<file path="src/rtl/drvport_pkg.sv">
package drvport_pkg;
    localparam int PHASE_W  = 2;
    localparam int LED_BIT  = 3;
    localparam int CLR_BIT  = 4;
    localparam int WP_BIT   = 4;

    typedef enum logic [1:0] {
        DIR_NONE = 2'd0,
        DIR_IN   = 2'd1,
        DIR_OUT  = 2'd2
    } step_dir_t;

    typedef enum logic [1:0] {
        ST_IDLE     = 2'd0,
        ST_STEP_IN  = 2'd1,
        ST_STEP_OUT = 2'd2
    } step_state_t;
endpackage

</file>
<file path="src/rtl/drvport_phase_cmp.sv">
module drvport_phase_cmp
    import drvport_pkg::*;
(
    input  logic [PHASE_W-1:0] old_phase,
    input  logic [PHASE_W-1:0] new_phase,
    output step_dir_t          dir
);
    logic [PHASE_W-1:0] up_one;
    logic [PHASE_W-1:0] down_one;

    always_comb begin
        up_one   = new_phase + PHASE_W'(1);
        down_one = new_phase - PHASE_W'(1);
        if (old_phase == up_one) begin
            dir = DIR_OUT;
        end else if (old_phase == down_one) begin
            dir = DIR_IN;
        end else begin
            dir = DIR_NONE;
        end
    end
endmodule

</file>
<file path="src/rtl/drvport_step_fsm.sv">
module drvport_step_fsm
    import drvport_pkg::*;
(
    input  logic               clk,
    input  logic               rst_n,
    input  logic               wr_en,
    input  logic [PHASE_W-1:0] old_phase,
    input  logic [PHASE_W-1:0] new_phase,
    input  step_dir_t          dir,
    output logic               step_in,
    output logic               step_out
);
    step_state_t state_q;
    step_state_t state_d;

    always_comb begin
        state_d = ST_IDLE;
        if (wr_en) begin
            unique case (dir)
                DIR_IN:   state_d = ST_STEP_IN;
                DIR_OUT:  state_d = ST_STEP_OUT;
                default:  state_d = ST_IDLE;
            endcase
        end
    end

    always_ff @(posedge clk) begin
        if (!rst_n) begin
            state_q <= ST_IDLE;
        end else begin
            state_q <= state_d;
        end
    end

    always_comb begin
        step_in  = 1'b0;
        step_out = 1'b0;
        unique case (state_q)
            ST_STEP_IN:  step_in  = 1'b1;
            ST_STEP_OUT: step_out = 1'b1;
            default: begin
                step_in  = 1'b0;
                step_out = 1'b0;
            end
        endcase
    end

    // one-behind phase yields an outward step
    a_r3_step_out: assert property (@(posedge clk) disable iff (!rst_n)
        (wr_en && old_phase == new_phase + PHASE_W'(1)) |=> step_out);

    // one-ahead phase yields an inward step
    a_r4_step_in: assert property (@(posedge clk) disable iff (!rst_n)
        (wr_en && old_phase == new_phase - PHASE_W'(1)) |=> step_in);

    // same or opposite phase yields nothing
    a_r5_no_step: assert property (@(posedge clk) disable iff (!rst_n)
        (wr_en && (old_phase == new_phase || old_phase == (new_phase ^ PHASE_W'(2))))
        |=> (!step_in && !step_out));

    // no pulse without a preceding write, and never both
    a_r6_needs_write: assert property (@(posedge clk) disable iff (!rst_n)
        !wr_en |=> (!step_in && !step_out));
    a_r6_exclusive: assert property (@(posedge clk) disable iff (!rst_n)
        !(step_in && step_out));
endmodule

</file>
<file path="src/rtl/drvport_read_mux.sv">
module drvport_read_mux
    import drvport_pkg::*;
#(
    parameter int PORT_W = 8
) (
    input  logic [PORT_W-1:0] port_val,
    input  logic              sync_det,
    input  logic              wprot,
    output logic [PORT_W-1:0] rd_data
);
    localparam int SYNC_BIT = PORT_W - 1;

    always_comb begin
        rd_data           = port_val;
        rd_data[WP_BIT]   = port_val[WP_BIT] | wprot;
        rd_data[SYNC_BIT] = ~sync_det;
    end
endmodule

</file>
<file path="src/rtl/drvport.sv">
module drvport
    import drvport_pkg::*;
#(
    parameter int PORT_W = 8
) (
    input  logic              clk,
    input  logic              rst_n,
    input  logic              wr_en,
    input  logic [PORT_W-1:0] wr_data,
    input  logic              sync_det,
    input  logic              wprot,
    output logic [PORT_W-1:0] rd_data,
    output logic              step_in,
    output logic              step_out,
    output logic              led_on,
    output logic              led_evt
);
    logic [PORT_W-1:0] port_q;
    logic [PORT_W-1:0] port_d;
    logic              led_evt_q;
    step_dir_t         dir;

    always_comb begin
        port_d          = wr_data;
        port_d[CLR_BIT] = 1'b0;
    end

    always_ff @(posedge clk) begin
        if (!rst_n) begin
            port_q    <= '0;
            led_evt_q <= 1'b0;
        end else begin
            led_evt_q <= wr_en && (wr_data[LED_BIT] != port_q[LED_BIT]);
            if (wr_en) begin
                port_q <= port_d;
            end
        end
    end

    drvport_phase_cmp u_cmp (
        .old_phase (port_q[PHASE_W-1:0]),
        .new_phase (wr_data[PHASE_W-1:0]),
        .dir       (dir)
    );

    drvport_step_fsm u_fsm (
        .clk       (clk),
        .rst_n     (rst_n),
        .wr_en     (wr_en),
        .old_phase (port_q[PHASE_W-1:0]),
        .new_phase (wr_data[PHASE_W-1:0]),
        .dir       (dir),
        .step_in   (step_in),
        .step_out  (step_out)
    );

    drvport_read_mux #(.PORT_W(PORT_W)) u_rd (
        .port_val (port_q),
        .sync_det (sync_det),
        .wprot    (wprot),
        .rd_data  (rd_data)
    );

    assign led_on  = port_q[LED_BIT];
    assign led_evt = led_evt_q;

    // idle cycles hold the port
    a_r10_hold: assert property (@(posedge clk) disable iff (!rst_n)
        !wr_en |=> $stable(rd_data[3:0]));

    // LED event only after a write that flips bit 3
    a_r8_led_evt: assert property (@(posedge clk) disable iff (!rst_n)
        (!wr_en || wr_data[LED_BIT] == led_on) |=> !led_evt);

    // LED follows the written bit
    a_r7_led_level: assert property (@(posedge clk) disable iff (!rst_n)
        wr_en |=> (led_on == $past(wr_data[LED_BIT])));

    // cleared bit never reads back set unless write-protect is high
    a_r2_clr_bit: assert property (@(posedge clk) disable iff (!rst_n)
        !wprot |-> !rd_data[WP_BIT]);
endmodule

</file>
<file path="config.mk">
export PLATFORM = sky130hd
export DESIGN_NAME = drvport
export DESIGN_NICKNAME = d
export VERILOG_FILES = /design/src/rtl/drvport_pkg.sv /design/src/rtl/drvport_phase_cmp.sv /design/src/rtl/drvport_step_fsm.sv /design/src/rtl/drvport_read_mux.sv /design/src/rtl/drvport.sv
export SDC_FILE = /design/constraint.sdc
export NUM_CORES = 1
export LEC_CHECK = 0
export ABC_CLOCK_PERIOD_IN_PS = 1290
export BUFFER_PORTS_ARGS = -buffer_cell sky130_fd_sc_hd__buf_2
export CAP_MARGIN = 25
export CORE_AREA = 5 5 42 44
export CTS_BUF_LIST = sky130_fd_sc_hd__clkbuf_16
export DETAILED_ROUTE_END_ITERATION = 6
export DIE_AREA = 0 0 47 49
export PLACE_DENSITY = 0.68
export RECOVER_POWER = 50
export SLEW_MARGIN = 20
export SYNTH_ARGS = -nofsm -noshare
export SYNTH_HDL_FRONTEND = slang
export SYNTH_HIERARCHICAL = 1
export SYNTH_SLANG_ARGS = --single-unit
</file>
<file path="constraint.sdc">
create_clock -name clk -period 1.29 [get_ports clk]
set_clock_uncertainty 0.2 [all_clocks]
set_input_delay 0.0645 -clock clk [delete_from_list [all_inputs] [get_ports clk]]
set_output_delay 0.0645 -clock clk [all_outputs]
set_load 0.05 [all_outputs]
</file>
# Yosys cells after proc, flatten, opt, wreduce, memory -nomap -nowiden
# Cells that the tools add are included.
[totals]
register_bits = 9
input_bits = 13
output_inout_bits = 12
wordCells = 20
[classes]
n_addsub = 2
n_eq_ne = 7
mux = 5
n_bitwise = 1
n_reduce_logical = 2
[op_table]
columns = ["operator", "count"]
rows = [
  ["$eq A2 B1 Y1 const B", 2],
  ["$eq A2 B2 Y1", 2],
  ["$eq A2 B2 Y1 const B", 2],
  ["$pmux W2 S2", 1],
  ["$mux W1", 3],
  ["$add A2 B1 Y2 const B", 1],
  ["$mux W2", 1],
  ["$reduce_and A2 Y1", 1],
  ["$sub A2 B1 Y2 const B", 1],
  ["$logic_and A1 B1 Y1", 1],
  ["$ne A1 B1 Y1", 1],
  ["$not A1 Y1", 1],
]

# Logic depth before layout (Yosys ltp)
[depth]
ltp_word = 6
mapped_depth = 3
depth_no_buf = 3

# Cells and area by module
# Netlist, hierarchy kept.
[by_module_without_submodules]
columns = ["module", "instances", "cells_each", "area_per_inst_um2", "seq_area_each_um2"]
rows = [
  ["drvport", 1, 26, 305.3, 160.2],
  ["drvport_step_fsm", 1, 6, 72.6, 40.0],
  ["drvport_read_mux", 1, 8, 55.1, 0.0],
  ["drvport_phase_cmp", 1, 5, 41.3, 0.0],
]

# Worst setup path before layout
# Ideal clock, no wire load.
[synth_timing]
kind = "register to register"
start = "register port_q[1]"
end = "register u_fsm.state_q[1]"
setup_ps = 117
arrival_ps = 981
required_ps = 973
path_slack_ps = -8
path_stages_with_launch = 4
path_buffers = 0
period_less_slack_ps = 1298
cell_sequence = "dfxtp_1 xor2_1 mux2i_1 and4b_1"
[synth_via]
elab_chain_cells = 5
word_cells_on_any_way = 7
cone_classes = "eq/ne: 4; mux: 3"
[synth_rtl]
columns = ["element", "line", "text"]
rows = [
  ["start: declaration", "drvport.sv:18", "logic [PORT_W-1:0] port_q;"],
  ["start signal: assignment", "drvport.sv:35", "port_q <= port_d;"],
  ["$eq A2 B2 Y1", "drvport_phase_cmp.sv:16", "end else if (old_phase == down_one) begin"],
  ["$mux W1", "drvport_phase_cmp.sv:16", ""],
  ["$mux W2 *", "drvport_phase_cmp.sv:14", "if (old_phase == up_one) begin"],
  ["named net dir[0]", "drvport.sv:21", "step_dir_t dir;"],
  ["$eq A2 B2 Y1 or $eq A2 B1 Y1 (tied branches)", "drvport_step_fsm.sv:19", "unique case (dir)"],
  ["$pmux W2 S2 *", "drvport_step_fsm.sv:19", ""],
  ["end signal: assignment", "drvport_step_fsm.sv:31", "state_q <= state_d;"],
  ["end: declaration", "drvport_step_fsm.sv:13", "step_state_t state_q;"],
]
# Mark *: on every way through the listed nets, which the timed path passes. The rest lies on a longest branch.
# A chain may end at the register's enable or synchronous reset.

# Final worst setup path
# Same ends and word-level chain as after synthesis.

==> impl_metrics.py <==
metrics = {
    "outcome": {
        "run_status": "completed",
    },
    "detailed_routing": {
        "route.antenna.remaining_nets": 0,
        "starting_drc_count_in_detailed_routing": 0,
        "postRouteWirelength_um": 839,
        "vias_per_cell": 4.14,
        "wire_per_inst_um": 9.87,
        "routed-via-count": 352,
        "detail_route.drc_violations": 0,
        "drtPass1Iterations": 1,
    },
    "power_and_ir_drop": {
        "total_switching_power_uw": 241,
        "switching_share": 0.239,
        "seq_power_share": 0.302,
        "ir_drop_mv": 1.17,
        "clock_power_share": 0.523,
        "combPwrFrac": 0.175,
        "p_leak_nw": 0.348,
        "pwr_density_cell_nw_per_um2": 1500,
        "cell_internal_pwr_uw": 766,
    },
    "setup_path": {
        "crit_path_start_kind": "register",
        "r2r_setup_slack_ns": 0.009,
        "worstSetupPathType": "register to register",
        "timing.critical_path.depth": 3,
        "worstSetupEndpointType": "register",
        "timing.critical_path.cells": "xor2_2, mux2i_1, and4b_1",
        "critPathRequiredTime_ns": 1.21,
        "timing.critical_path.arrival_ns": 1.20,
        "path_max_fanout": 2,
        "crit_path_max_incr_delay_ns": 0.32,
        "endpoint": "u_fsm/state_q[1]$_SDFF_PN0_",
        "critPathTopFamily": "flip-flops",
        "rr_endpoint": "u_fsm/state_q[1]$_SDFF_PN0_",
        "reg2reg_from": "port_q[1]$_SDFFE_PN0P_",
        "reg2regPathDepth": 3,
        "timing.critical_path.buf_inv": 0,
        "standard_cell_with_the_maximum_stage_delay_on_the_critical_path": "dfxtp_2",
        "cp_launch_point": "port_q[1]$_SDFFE_PN0P_",
    },
    "timing": {
        "layout_min_cycle_time_ns": 1.28,
        "max_freq_ghz": 0.780,
        "grt_setup_unrepaired": "true",
        "final_hold_viol_count": 0,
        "timing.setup.tns_ns": 0,
        "tightestPinTransition_ns": 0.593,
        "setup_violations": 0,
        "normalized_max_slew_margin": 0.607,
        "period_share": 0.993,
        "slew_violations": 0,
    },
    "synthesis": {
        "synth_area_um2": 438,
        "synth_warnings": 6,
        "syn-num-nets": 55,
        "syn_inst": 42,
        "syn_area_per_cell_um2": 10.4,
    },
    "hold_path": {
        "hold_start": "wr_en",
        "min-delay-path-class": "input pin to register",
    },
    "global_routing": {
        "first_global_vias": 300,
        "grt_util_all_layers": 0.0812,
        "grt_antenna_before_repair": 0,
        "grt_first_pass_wirelength_mm": 1.26,
        "grt_overflow": 0,
        "grt_start_max_net_pins": 10,
    },
    "clock_tree": {
        "ctsLongestPathBuffers": 2,
        "ctsRootBufferMaster": "clkbuf_16",
        "clock_tree_from_tritoncts": "built",
        "cts.clk_slew.worst_paths_ns": 0.04,
        "clkSinkCount": 9,
        "clock_latency_on_the_worst_skew_pair_ns": 0.23,
        "cts_made_buffers": 3,
        "ctsHtreeMaxLevel": 1,
    },
    "finish": {
        "stdcell_count": 85,
        "area_of_combinational_cells_with_multiple_inputs_um2": 205,
        "regArea_um2": 183,
        "layout-drive-gt1-share": 0.377,
        "nets": 83,
        "area_growth_pct": 53.7,
        "fillers": 145,
        "insertedDiodeCount": 0,
    },
    "placed_design": {
        "place.detailed.instances": 74,
        "placement.io_buffers": 22,
        "post-dp-hpwl_um": 583,
        "global_placement_routability_congestion": 0.562,
    },
    "floorplanning": {
        "ioPinCount": 25,
        "floorplan.die_area_um2": 2300,
        "row_count": 14,
        "floorplan.die.height_um": 49,
        "placeableCoreArea_um2": 1400,
        "initial_core_util": 0.313,
        "die_w_um": 47,
    },
    "run": {
        "max_cap_violations": 0,
    },
}
-- cell type report --
cell class / instances / share of cell area
Clock buffer: 3 / 0.112
Sequential cell: 9 / 0.271
Multi-Input combinational cell: 25 / 0.305
Timing Repair Buffer: 30 / 0.271
Inverter: 1 / 0.00558
Tap cell: 16 / 0.0297
Clock inverter: 1 / 0.00558
-- state kept, by name, summed over array words and instances, names as in the netlist --
signal,count
u_fsm/state_q,2
led_evt,1
port_q,6
-- how the worst min path moves through the flow --
stage	endpoint	slack [ns]	depth (start not counted)
floorplan	port_q[3]$_SDFFE_PN0P_	-0.007	1
global route	u_fsm/state_q[0]$_SDFF_PN0_	0.07	2
global placement	port_q[2]$_SDFFE_PN0P_	0.12	3
CTS	led_evt$_SDFF_PN0_	0.05	2
finish	u_fsm/state_q[0]$_SDFF_PN0_	0.05	2
detailed placement	port_q[5]$_SDFFE_PN0P_	0.13	3
-- placed cells by master (no fill, tap or decap), drive strengths merged --
| cell type | n |
|---|---|
| and4b | 2 |
| inv | 2 |
| nand2b | 2 |
| buf | 18 |
| dfxtp | 9 |
| dlygate4sd3 | 7 |
| mux2i | 8 |
| and3 | 1 |
| nor2b | 8 |
| xor2 | 2 |
| conb | 1 |
| clkbuf | 8 |
| or2 | 1 |
-- worst register-to-register path: stages (launching register included) --
cell	delay, ns
dfxtp_2	0.32
xor2_2	0.20
mux2i_1	0.24
and4b_1	0.21
-- power groups by stage --
stage / registers, mW / logic [mW] / clock network, mW
after floorplan: 0.320 / 0.123 / 0
after global placement: 0.308 / 0.162 / 0
after detailed placement: 0.308 / 0.163 / 0
after CTS: 0.305 / 0.179 / 0.542
after global routing: 0.306 / 0.188 / 0.563
final: 0.305 / 0.176 / 0.527
-- stage by stage --
stage	area, um2	hold WS, ns	util	power, mW	setup slack (ns)
after floorplan	447	-0.00747	-	0.443	0.00669
after global placement	528	0.125	0.377	0.469	0.00770
after detailed placement	528	0.134	0.377	0.471	-0.0181
after CTS	678	0.0506	0.484	1.03	0.00942
after global routing	673	0.0683	0.480	1.06	-0.0634
final	673	0.0477	0.480	1.01	0.00876
-- per-layer routing --
metal  track usage  up-vias  part of all wire  routed length [um]
met1        0.0863      150              0.41                 346
met4        0.0691        0             0.013                  11
met3        0.0369        2              0.14                 118
met5             0        -                 0                   0
met2         0.115       18              0.43                 363
li1              -      182                 -                   -
-- repair_timing --
action	in CTS	in global routing
setup endpoints to repair	2	2
hold buffers	7	0
endpoints found under the hold margin	7	0
setup buffers	0	0
resized for setup	1	0
pin swaps	1	0
Power figures use the tool's default switching activity.
